==> config.mk <==
export PLATFORM = sky130hd
export DESIGN_NAME = fld_serial_rx
export DESIGN_NICKNAME = d
export VERILOG_FILES = /design/src/rtl/fld_rx_pkg.sv /design/src/rtl/fld_pin_filter.sv /design/src/rtl/fld_byte_link.sv /design/src/rtl/fld_cmd_decode.sv /design/src/rtl/fld_serial_rx.sv
export SDC_FILE = /design/constraint.sdc
export NUM_CORES = 1
export LEC_CHECK = 0
export CORE_UTILIZATION = 35
export DETAILED_ROUTE_END_ITERATION = 12
export PLACE_DENSITY_LB_ADDON = 0.12
export SYNTH_ARGS = -nofsm -noshare
export SYNTH_HDL_FRONTEND = slang
export SYNTH_SLANG_ARGS = --single-unit
==> constraint.sdc <==
create_clock -name clk -period 5.7 [get_ports clk]
set_input_delay 1.71 -clock clk [delete_from_list [all_inputs] [get_ports clk]]
set_output_delay 1.71 -clock clk [all_outputs]
set_load 0.05 [all_outputs]
==> src/rtl/fld_rx_pkg.sv <==
package fld_rx_pkg;
  localparam int BYTE_W    = 8;
  localparam int MIN_SLOTS = 5;

  typedef enum logic [2:0] {
    OP_PORT   = 3'b100,
    OP_TIMING = 3'b101,
    OP_STATE  = 3'b110,
    OP_DISP   = 3'b111
  } opcode_e;
endpackage

==> src/rtl/fld_pin_filter.sv <==
// Synchronizer plus optional majority-free run filter on one input pin.
module fld_pin_filter #(
  parameter int SYNC_STAGES = 2,
  parameter int FILT_LEN    = 2,
  parameter bit RESET_VAL   = 1'b0
) (
  input  logic clk,
  input  logic rst,
  input  logic pin,
  output logic level
);
  logic [SYNC_STAGES-1:0] sync_q;

  always_ff @(posedge clk) begin
    if (rst) sync_q <= {SYNC_STAGES{RESET_VAL}};
    else     sync_q <= {sync_q[SYNC_STAGES-2:0], pin};
  end

  generate
    if (FILT_LEN >= 2) begin : g_filt
      logic [FILT_LEN-1:0] hist_q;
      logic                lvl_q;
      always_ff @(posedge clk) begin
        if (rst) begin
          hist_q <= {FILT_LEN{RESET_VAL}};
          lvl_q  <= RESET_VAL;
        end else begin
          hist_q <= {hist_q[FILT_LEN-2:0], sync_q[SYNC_STAGES-1]};
          if (&hist_q)       lvl_q <= 1'b1;
          else if (~|hist_q) lvl_q <= 1'b0;
        end
      end
      assign level = lvl_q;
    end else begin : g_bypass
      assign level = sync_q[SYNC_STAGES-1];
    end
  endgenerate
endmodule

==> src/rtl/fld_byte_link.sv <==
// Frame engine: bit/byte counting, output slots, input byte delivery.
module fld_byte_link
  import fld_rx_pkg::*;
#(
  parameter int          ADC_CH    = 4,
  parameter logic [7:0]  IDLE_BYTE = 8'hFF
) (
  input  logic                     clk,
  input  logic                     rst,
  input  logic                     cs_act,
  input  logic                     sclk_f,
  input  logic                     sdata_f,
  input  logic [ADC_CH*BYTE_W-1:0] adc_bytes,
  output logic                     sdo,
  output logic                     sdo_en,
  output logic                     rx_valid,
  output logic                     rx_first,
  output logic [BYTE_W-1:0]        rx_byte
);
  localparam int OUT_SLOTS = ADC_CH + 1;
  localparam int SLOT_W    = $clog2(OUT_SLOTS + 1);
  localparam int BIT_W     = $clog2(BYTE_W);
  localparam int CH_W      = (ADC_CH > 1) ? $clog2(ADC_CH) : 1;
  localparam logic [BIT_W-1:0]  LAST_BIT = BIT_W'(BYTE_W - 1);
  localparam logic [SLOT_W-1:0] IN_SLOT  = SLOT_W'(OUT_SLOTS);

  logic [BYTE_W-1:0] adc_arr [ADC_CH];
  for (genvar c = 0; c < ADC_CH; c++) begin : g_adc
    assign adc_arr[c] = adc_bytes[c*BYTE_W +: BYTE_W];
  end

  logic              sclk_d, cs_d, seen_in;
  logic [BIT_W-1:0]  bit_cnt;
  logic [SLOT_W-1:0] slot;
  logic [BYTE_W-1:0] tx_sr, rx_sr;
  logic [CH_W-1:0]   ch_idx;

  wire sclk_rise = sclk_f & ~sclk_d;
  wire sclk_fall = ~sclk_f & sclk_d;
  assign ch_idx  = CH_W'(slot - 1'b1);
  assign sdo     = tx_sr[0];

  always_ff @(posedge clk) begin
    if (rst) begin
      sclk_d   <= 1'b0;
      cs_d     <= 1'b0;
      seen_in  <= 1'b0;
      bit_cnt  <= '0;
      slot     <= '0;
      tx_sr    <= IDLE_BYTE;
      rx_sr    <= '0;
      sdo_en   <= 1'b0;
      rx_valid <= 1'b0;
      rx_first <= 1'b0;
      rx_byte  <= '0;
    end else begin
      rx_valid <= 1'b0;
      sclk_d   <= sclk_f;
      cs_d     <= cs_act;
      if (!cs_act) begin
        bit_cnt <= '0;
        slot    <= '0;
        seen_in <= 1'b0;
        sdo_en  <= 1'b0;
      end else if (!cs_d) begin
        bit_cnt <= '0;
        slot    <= '0;
        tx_sr   <= IDLE_BYTE;
        sdo_en  <= 1'b1;
      end else begin
        if (sclk_rise) begin
          rx_sr <= {sdata_f, rx_sr[BYTE_W-1:1]};
          if (bit_cnt == LAST_BIT) begin
            bit_cnt <= '0;
            if (slot == IN_SLOT) begin
              rx_valid <= 1'b1;
              rx_byte  <= {sdata_f, rx_sr[BYTE_W-1:1]};
              rx_first <= !seen_in;
              seen_in  <= 1'b1;
            end else begin
              slot <= slot + 1'b1;
            end
          end else begin
            bit_cnt <= bit_cnt + 1'b1;
          end
        end
        if (sclk_fall) begin
          if (bit_cnt == '0 && slot != '0) begin
            if (slot < IN_SLOT) tx_sr  <= adc_arr[ch_idx];
            else                sdo_en <= 1'b0;
          end else begin
            tx_sr <= {1'b1, tx_sr[BYTE_W-1:1]};
          end
        end
      end
    end
  end
endmodule

==> src/rtl/fld_cmd_decode.sv <==
// Command decoder, configuration registers and display RAM address walk.
module fld_cmd_decode
  import fld_rx_pkg::*;
#(
  parameter int MAX_SLOTS = 16
) (
  input  logic                           clk,
  input  logic                           rst,
  input  logic                           cs_act,
  input  logic                           rx_valid,
  input  logic                           rx_first,
  input  logic [BYTE_W-1:0]              rx_byte,
  output logic                           disp_on,
  output logic [1:0]                     duty_sel,
  output logic [1:0]                     pin_mode,
  output logic [2:0]                     port_out,
  output logic [$clog2(MAX_SLOTS+1)-1:0] slot_count,
  output logic                           three_byte,
  output logic [3:0]                     start_code,
  output logic                           ram_we,
  output logic [$clog2(MAX_SLOTS)+1:0]   ram_addr,
  output logic [BYTE_W-1:0]              ram_wdata
);
  localparam int CNT_W    = $clog2(MAX_SLOTS + 1);
  localparam int SIDX_W   = $clog2(MAX_SLOTS);
  localparam int MAX_CODE = MAX_SLOTS - MIN_SLOTS;

  logic              in_data;
  logic [1:0]        pend_mode, byte_idx, last_idx;
  logic [SIDX_W-1:0] slot_idx, top_slot;

  assign last_idx = three_byte ? 2'd2 : 2'd3;
  assign top_slot = SIDX_W'(slot_count - 1'b1);

  always_ff @(posedge clk) begin
    if (rst) begin
      in_data    <= 1'b0;
      pend_mode  <= 2'b11;
      pin_mode   <= 2'b11;
      disp_on    <= 1'b0;
      duty_sel   <= 2'b00;
      port_out   <= 3'b000;
      slot_count <= CNT_W'(MAX_SLOTS);
      three_byte <= 1'b0;
      start_code <= 4'h0;
      slot_idx   <= '0;
      byte_idx   <= '0;
      ram_we     <= 1'b0;
      ram_addr   <= '0;
      ram_wdata  <= '0;
    end else begin
      ram_we <= 1'b0;
      if (!cs_act) begin
        in_data <= 1'b0;
      end else if (rx_valid) begin
        if (rx_first) begin
          case (rx_byte[7:5])
            OP_DISP: begin
              three_byte <= rx_byte[4];
              start_code <= rx_byte[3:0];
              in_data    <= 1'b1;
              slot_idx   <= top_slot;
              byte_idx   <= 2'd0;
            end
            OP_STATE: begin
              disp_on   <= rx_byte[0];
              duty_sel  <= rx_byte[2:1];
              pend_mode <= rx_byte[4:3];
            end
            OP_TIMING: begin
              if (rx_byte[3:0] <= 4'(MAX_CODE))
                slot_count <= CNT_W'(MAX_SLOTS) - CNT_W'(rx_byte[3:0]);
            end
            OP_PORT: begin
              port_out <= rx_byte[2:0];
              pin_mode <= pend_mode;
            end
            default: ;
          endcase
        end else if (in_data) begin
          ram_we    <= 1'b1;
          ram_addr  <= {slot_idx, byte_idx};
          ram_wdata <= rx_byte;
          if (byte_idx == last_idx) begin
            byte_idx <= 2'd0;
            slot_idx <= (slot_idx == '0) ? top_slot : slot_idx - 1'b1;
          end else begin
            byte_idx <= byte_idx + 1'b1;
          end
        end
      end
    end
  end
endmodule

==> src/rtl/fld_serial_rx.sv <==
module fld_serial_rx
  import fld_rx_pkg::*;
#(
  parameter int         ADC_CH      = 4,
  parameter int         MAX_SLOTS   = 16,
  parameter int         SYNC_STAGES = 2,
  parameter int         FILT_LEN    = 2,
  parameter logic [7:0] IDLE_BYTE   = 8'hFF
) (
  input  logic                           clk,
  input  logic                           rst,
  input  logic                           cs_n,
  input  logic                           sclk,
  input  logic                           sdata_in,
  output logic                           sdata_out,
  output logic                           sdata_oe,
  input  logic [ADC_CH*8-1:0]            adc_data,
  output logic                           disp_on,
  output logic [1:0]                     duty_sel,
  output logic [1:0]                     pin_mode,
  output logic [2:0]                     port_out,
  output logic [$clog2(MAX_SLOTS+1)-1:0] slot_count,
  output logic                           three_byte,
  output logic [3:0]                     start_code,
  output logic                           ram_we,
  output logic [$clog2(MAX_SLOTS)+1:0]   ram_addr,
  output logic [7:0]                     ram_wdata
);
  logic cs_lvl, sclk_f, sdata_f, rx_valid, rx_first;
  logic [BYTE_W-1:0] rx_byte;

  fld_pin_filter #(.SYNC_STAGES(SYNC_STAGES), .FILT_LEN(1), .RESET_VAL(1'b1))
    u_cs (.clk(clk), .rst(rst), .pin(cs_n), .level(cs_lvl));
  fld_pin_filter #(.SYNC_STAGES(SYNC_STAGES), .FILT_LEN(FILT_LEN), .RESET_VAL(1'b0))
    u_sclk (.clk(clk), .rst(rst), .pin(sclk), .level(sclk_f));
  fld_pin_filter #(.SYNC_STAGES(SYNC_STAGES), .FILT_LEN(FILT_LEN), .RESET_VAL(1'b0))
    u_sdat (.clk(clk), .rst(rst), .pin(sdata_in), .level(sdata_f));

  fld_byte_link #(.ADC_CH(ADC_CH), .IDLE_BYTE(IDLE_BYTE)) u_link (
    .clk(clk), .rst(rst), .cs_act(~cs_lvl), .sclk_f(sclk_f), .sdata_f(sdata_f),
    .adc_bytes(adc_data), .sdo(sdata_out), .sdo_en(sdata_oe),
    .rx_valid(rx_valid), .rx_first(rx_first), .rx_byte(rx_byte)
  );

  fld_cmd_decode #(.MAX_SLOTS(MAX_SLOTS)) u_dec (
    .clk(clk), .rst(rst), .cs_act(~cs_lvl), .rx_valid(rx_valid),
    .rx_first(rx_first), .rx_byte(rx_byte), .disp_on(disp_on),
    .duty_sel(duty_sel), .pin_mode(pin_mode), .port_out(port_out),
    .slot_count(slot_count), .three_byte(three_byte), .start_code(start_code),
    .ram_we(ram_we), .ram_addr(ram_addr), .ram_wdata(ram_wdata)
  );
endmodule

After elaboration in Yosys (flattened, before gate mapping)
Index checks and enable logic that the tools add are counted.
{ "op_classes": {"n_addsub": 7, "multipliers": 0, "shift": 0, "div_mod_pow": 0, "n_eq_ne": 14, "n_reduce_logical": 29, "muxes": 28, "n_bitwise": 12, "n_lt_le_gt_ge": 3} }
{ "op_table": {"columns": ["cell", "count"], "rows": [
  ["$mux 8", 6],
  ["$reduce_and 4->1", 6],
  ["$mux 4", 5],
  ["$eq 3x3->1 const B", 6],
  ["$bmux 8 s2", 1],
  ["$reduce_and 3->1", 5],
  ["$reduce_and 5->1", 3],
  ["$mux 1", 11],
  ["$not 1->1", 9],
  ["$mux 2", 4],
  ["$sub 4x1->4 const B", 2],
  ["$add 3x1->3 const B", 2],
  ["$ne 2x1->1 const B", 3],
  ["$ne 2x2->1 const B", 3],
  ["$reduce_or 2->1", 3],
  ["$reduce_or 5->1", 1],
  ["$sub 5x4->5 const A", 1],
  ["$le 4x4->1 const B", 1],
  ["$logic_not 4->1", 1],
  ["$reduce_and 2->1", 2],
  ["$reduce_bool 2->1", 2],
  ["$reduce_or 4->1", 1],
  ["$ge 3x3->1 const B", 1],
  ["$logic_not 3->1", 1],
  ["12 further kinds", 13]
]} }
{ "totals": {"romBits": 0, "latch_bits": 0, "mem_bits_rw": 0, "elab_cells": 125, "n_memories": 0, "output_inout_bits": 35, "regBits": 90} }

Logic depth before layout (Yosys ltp)
{ "depth": {"word_depth": 9, "depth_mapped": 7, "depth_no_buf": 6} }

Modules after synthesis
Synthesis repeated with hierarchy kept, for this count alone.
{ "unflattened": {"hier_cells": 394, "area_unflattened_um2": 3833.7} }
{ "by_module_without_submodules": {"columns": ["mod", "area_per_inst_um2", "cells_each", "instances", "seq_area_each_um2"], "rows": [
  ["fld_cmd_decode", 1809.2, 197, 1, 840.8],
  ["fld_byte_link", 1665.3, 168, 1, 700.7],
  ["fld_pin_filter at u_sclk ...", 151.4, 12, 2, 100.1],
  ["fld_pin_filter at u_cs", 52.6, 4, 1, 40.0],
  ["fld_serial_rx", 3.8, 1, 1, 0.0]
]} }

Worst setup path after synthesis
Ideal clock, no wire load.
{ "synth_timing": {"path_type": "input -> register", "startpoint": "input port rst", "endpoint": "register u_link.tx_sr[0]", "arrival_time_ps": 2448, "slack_ps": 3122, "stages": 4, "t_required_ps": 5570, "path_cell_list": "nor2_1 nand2_1 nor3b_2 a2bb2oi_1"} }
{ "synth_lines": {"columns": ["item", "line", "rtl"], "rows": [
  ["from (decl)", "fld_serial_rx.sv:11", "input logic rst,"],
  ["to (signal assigned)", "fld_byte_link.sv:89", "if (slot < IN_SLOT) tx_sr <= adc_arr[ch_idx];"],
  ["to (signal assigned)", "fld_byte_link.sv:92", "tx_sr <= {1'b1, tx_sr[BYTE_W-1:1]};"],
  ["to (decl)", "fld_byte_link.sv:35", "logic [BYTE_W-1:0] tx_sr, rx_sr;"]
]} }

Worst setup path after layout
{ "layout_timing": {"startpoint": "register u_dec.slot_count[0]", "endpoint": "output port slot_count[0]"} }
{ "layout_lines": {"columns": ["item", "line", "rtl"], "rows": [
  ["from (decl)", "fld_cmd_decode.sv:17", "output logic [$clog2(MAX_SLOTS+1)-1:0] slot_count,"],
  ["from (signal assigned)", "fld_cmd_decode.sv:43", "slot_count <= CNT_W'(MAX_SLOTS);"],
  ["from (signal assigned)", "fld_cmd_decode.sv:72", "slot_count <= CNT_W'(MAX_SLOTS) - CNT_W'(rx_byte[3:0]);"],
  ["to (decl)", "fld_serial_rx.sv:22", "output logic [$clog2(MAX_SLOTS+1)-1:0] slot_count,"]
]} }
No word-level cell between the ends.

==> results.cfg <==
[clock_network]
clock_insertion_delay_worst_skew_ns = 0.36
ctsRootBufferMaster = clkbuf_8
cts.reportedPaths.clkPinSlew_ns = 0.09
postCtsSetupRepairBufs = 0
total_number_of_clock_tree_sinks = 89
cts_max_level = 3
holdBufCountCts = 0
cts_tree = yes
clock_tree.buffer_depth = 2
post_cts_resize_count = 0
cts_buffer_count = 9

[global_routing]
first_global_vias = 2800
grt-ovfl-total = 0
initial_antenna_violation_count = 0
grt_pass1_wl_um = 13800
grt_start_max_net_pins = 39
all_layer_gr_usage_pct = 15.6

[placement]
dpl_cell_area_um2 = 4630
port_buffers = 71
detailedPlacementHpwl_um = 5900
dpl.cell_count = 579
gpl.final_weighted_congestion = 0.784

[cells_and_area]
layout.cell_area.non_filler_um2 = 4810
area_delta_synth_final_pct = 23.4
share_of_layout_cells_above_drive_strength_1_pct = 9.45
layout.cells.non_filler = 595
n_antenna_cell = 0
post-route-util_pct = 44.3
design.final.nets = 498

[critical_path]
worstPathCellList = clkdlybuf4s50_1
crit_path_max_fanout = 6
critical-path-slowest-cell = clkdlybuf4s50_1
start_kind = register
timing.critical_path.to_type = primary output
worst-endpoint-arrival_ns = 1.65
worst_ep_required_time_ns = 3.99
path_delay_family = buffers and inverters
critical_path.n_buffers_inverters = 1
path_class = register to primary output
critical_path_s_largest_stage_delay_ns = 0.85

[sta]
pin_slew_with_the_least_headroom_to_its_limit_ns = 0.899
timing.setup.tns_ns = 0
number_of_hold_violations_in_the_final_report = 0
grt_setup_unrepaired = no
post-route-period-util_pct = 59.0
slew_violations = 0
maxClockFrequency_mhz = 297
slew_headroom_pct = 39.7
skew_ns = 0.0126
final.min_clock_period_ns = 3.36
final_setup_vio_count = 0

[logic_synthesis]
synth_nets = 438
yosys_warnings = 0
synth_edf_count = 0
post_synth.cell_area_avg_um2 = 9.98
postSynth.topFlopCell = dfxtp_1
synthArstFlopShare_pct = 0
synth_seq_cells = 89
ys_seq_area_share_pct = 45.8
synth_area_um2 = 3890
number_of_distinct_library_cell_variants_in_the_gate_level_netlist_after_synthesis = 54
syn_inst = 390

[hold_path]
worst_hold_path_type = register to register

[detailed_routing]
first_pass_drt_iterations = 4
drt_wl_total_um = 8200
detail-route-antenna-nets = 0
routedWlPerCell_um = 13.8
num_vias = 2843
initialDrtViolationCount = 82
drc_errors = 0
route.detailed.vias_per_inst = 4.78

[floorplanning]
floorplan.die.height_um = 107
floorplan.die_area_um2 = 11600
initial_standard_cell_utilization_of_the_core_pct = 35.9
number_of_standard_cell_rows_in_the_floorplan = 38
io-pin-count = 72
die_outline_width_um = 107
core_area_um2 = 10800

[power_and_ir_drop]
p_leak_nw = 1.68
power_w = 0.00106
worst_ir_drop_vdd_mv = 0.175
p_per_area_nw_per_um2 = 220

[run_status]
outcome = finished, final reports clean

[job]
max-cap-violations = 0
worst register-to-register path: cells and delay by family, from the launching register on:
| kind | cells | cell delay (ns) |
|---|---|---|
| simple gates | 2 | 0.96 |
| compound gates | 2 | 0.71 |
| flops | 1 | 0.50 |
Yosys cell counts, drive strengths merged, types with 2 or more instances:
cell type  number  share of area, %
o21ai           8               1.3
nor3b           3               1.0
buf            13               2.6
nor3            5              0.93
clkbuf         10               1.1
mux4            8               4.6
nand4           3              0.48
a21oi          26               3.3
xor2            2              0.45
nand2          39               3.8
xnor2           5               1.1
nor2           51               5.0
inv            17               1.6
mux2i          45                12
and4bb          2              0.64
and4b           3              0.80
and3            2              0.32
nor2b          11               1.8
a21o            2              0.39
or2             4              0.64
ha             11               3.5
a2bb2oi         7               1.6
a211oi          2              0.51
dfxtp          89                46
a21boi          2              0.39
nand3           2              0.26
a31oi           3              0.48
a311oi          2              0.45
state kept, by name (all words and copies together) (netlist names), 3 cells and up:
signal,cells
u_link.rx_byte,8
u_dec.ram_addr,6
u_dec.ram_wdata,8
u_link.slot,3
u_dec.slot_idx,4
u_link.tx_sr,8
u_dec.start_code,4
u_link.rx_sr,7
u_link.bit_cnt,3
u_dec.port_out,3
u_dec.slot_count,5
path summary, 6_finish.rpt:
kind | start | endpoint | slack [ns] | cells past startpoint
max | u_dec.slot_count[0] | slot_count[0] | 2.34 | 1
min | u_cs.sync_q[0] | u_cs.sync_q[1] | 0.42 | 1
max reg2reg | u_link.rx_first | u_dec.slot_idx[2] | 3.45 | 4
min reg2reg | u_cs.sync_q[0] | u_cs.sync_q[1] | 0.42 | 1
metrics by stage:
| stage | hold slack, ns | setup slack [ns] |
|---|---|---|
| 3_3_place_gp | 0.398 | 2.36 |
| 3_5_place_dp | 0.397 | 2.35 |
| 4_1_cts | 0.420 | 2.32 |
| 5_1_grt | 0.443 | 2.29 |
| 2_1_floorplan | 0.389 | 3.12 |
| 6_report | 0.416 | 2.34 |
report_power, final:
group,switching (W),internal [W]
clock,0.000226,0.000159
combinational,0.0000152,0.0000298
sequential,0.00000155,0.000624
kinds of logic after synthesis:
logic type | synth area share, %
xor gates and xnor gates | 1.57
buffers and inverters | 5.66
AOI/OAI and AO/OA | 9.74
and+or+nand+nor | 17.5
muxes | 16.2
adders and majority gates | 3.53
DFF | 45.8
final cells by class:
cell class	count	area, um^2
clock inverter	6	45.0
timing repair buffer	73	721
tap	140	175
sequential	89	1780
clock buffer	10	128
multi-input combinational	260	1890
inverter	17	63.8
fill	1061	6030
layer usage:
layer / vias to the layer above / share of wire (%) / global-route usage (%)
li1: 1465 / - / -
met5: - / 0 / 0
met3: 7 / 2.8 / 3.81
met1: 1338 / 47 / 19.2
met2: 33 / 48 / 26.4
met4: 0 / 1.5 / 5.87
layout by cell type, fill, tap and decap left out, drive strengths merged, types with 3 or more instances in the layout:
master          n
a21oi          26
a2bb2oi         7
a31oi           3
and4b           3
buf             3
clkbuf         10
clkdlybuf4s50  70
clkinv          3
clkinvlp        3
dfxtp          89
ha             11
inv            17
mux2i          45
mux4            8
nand2          39
nand4           3
nor2           51
nor2b          11
nor3            5
nor3b           3
o21ai           8
or2             4
xnor2           5
Note: power is estimated with default switching activity, not from simulation.
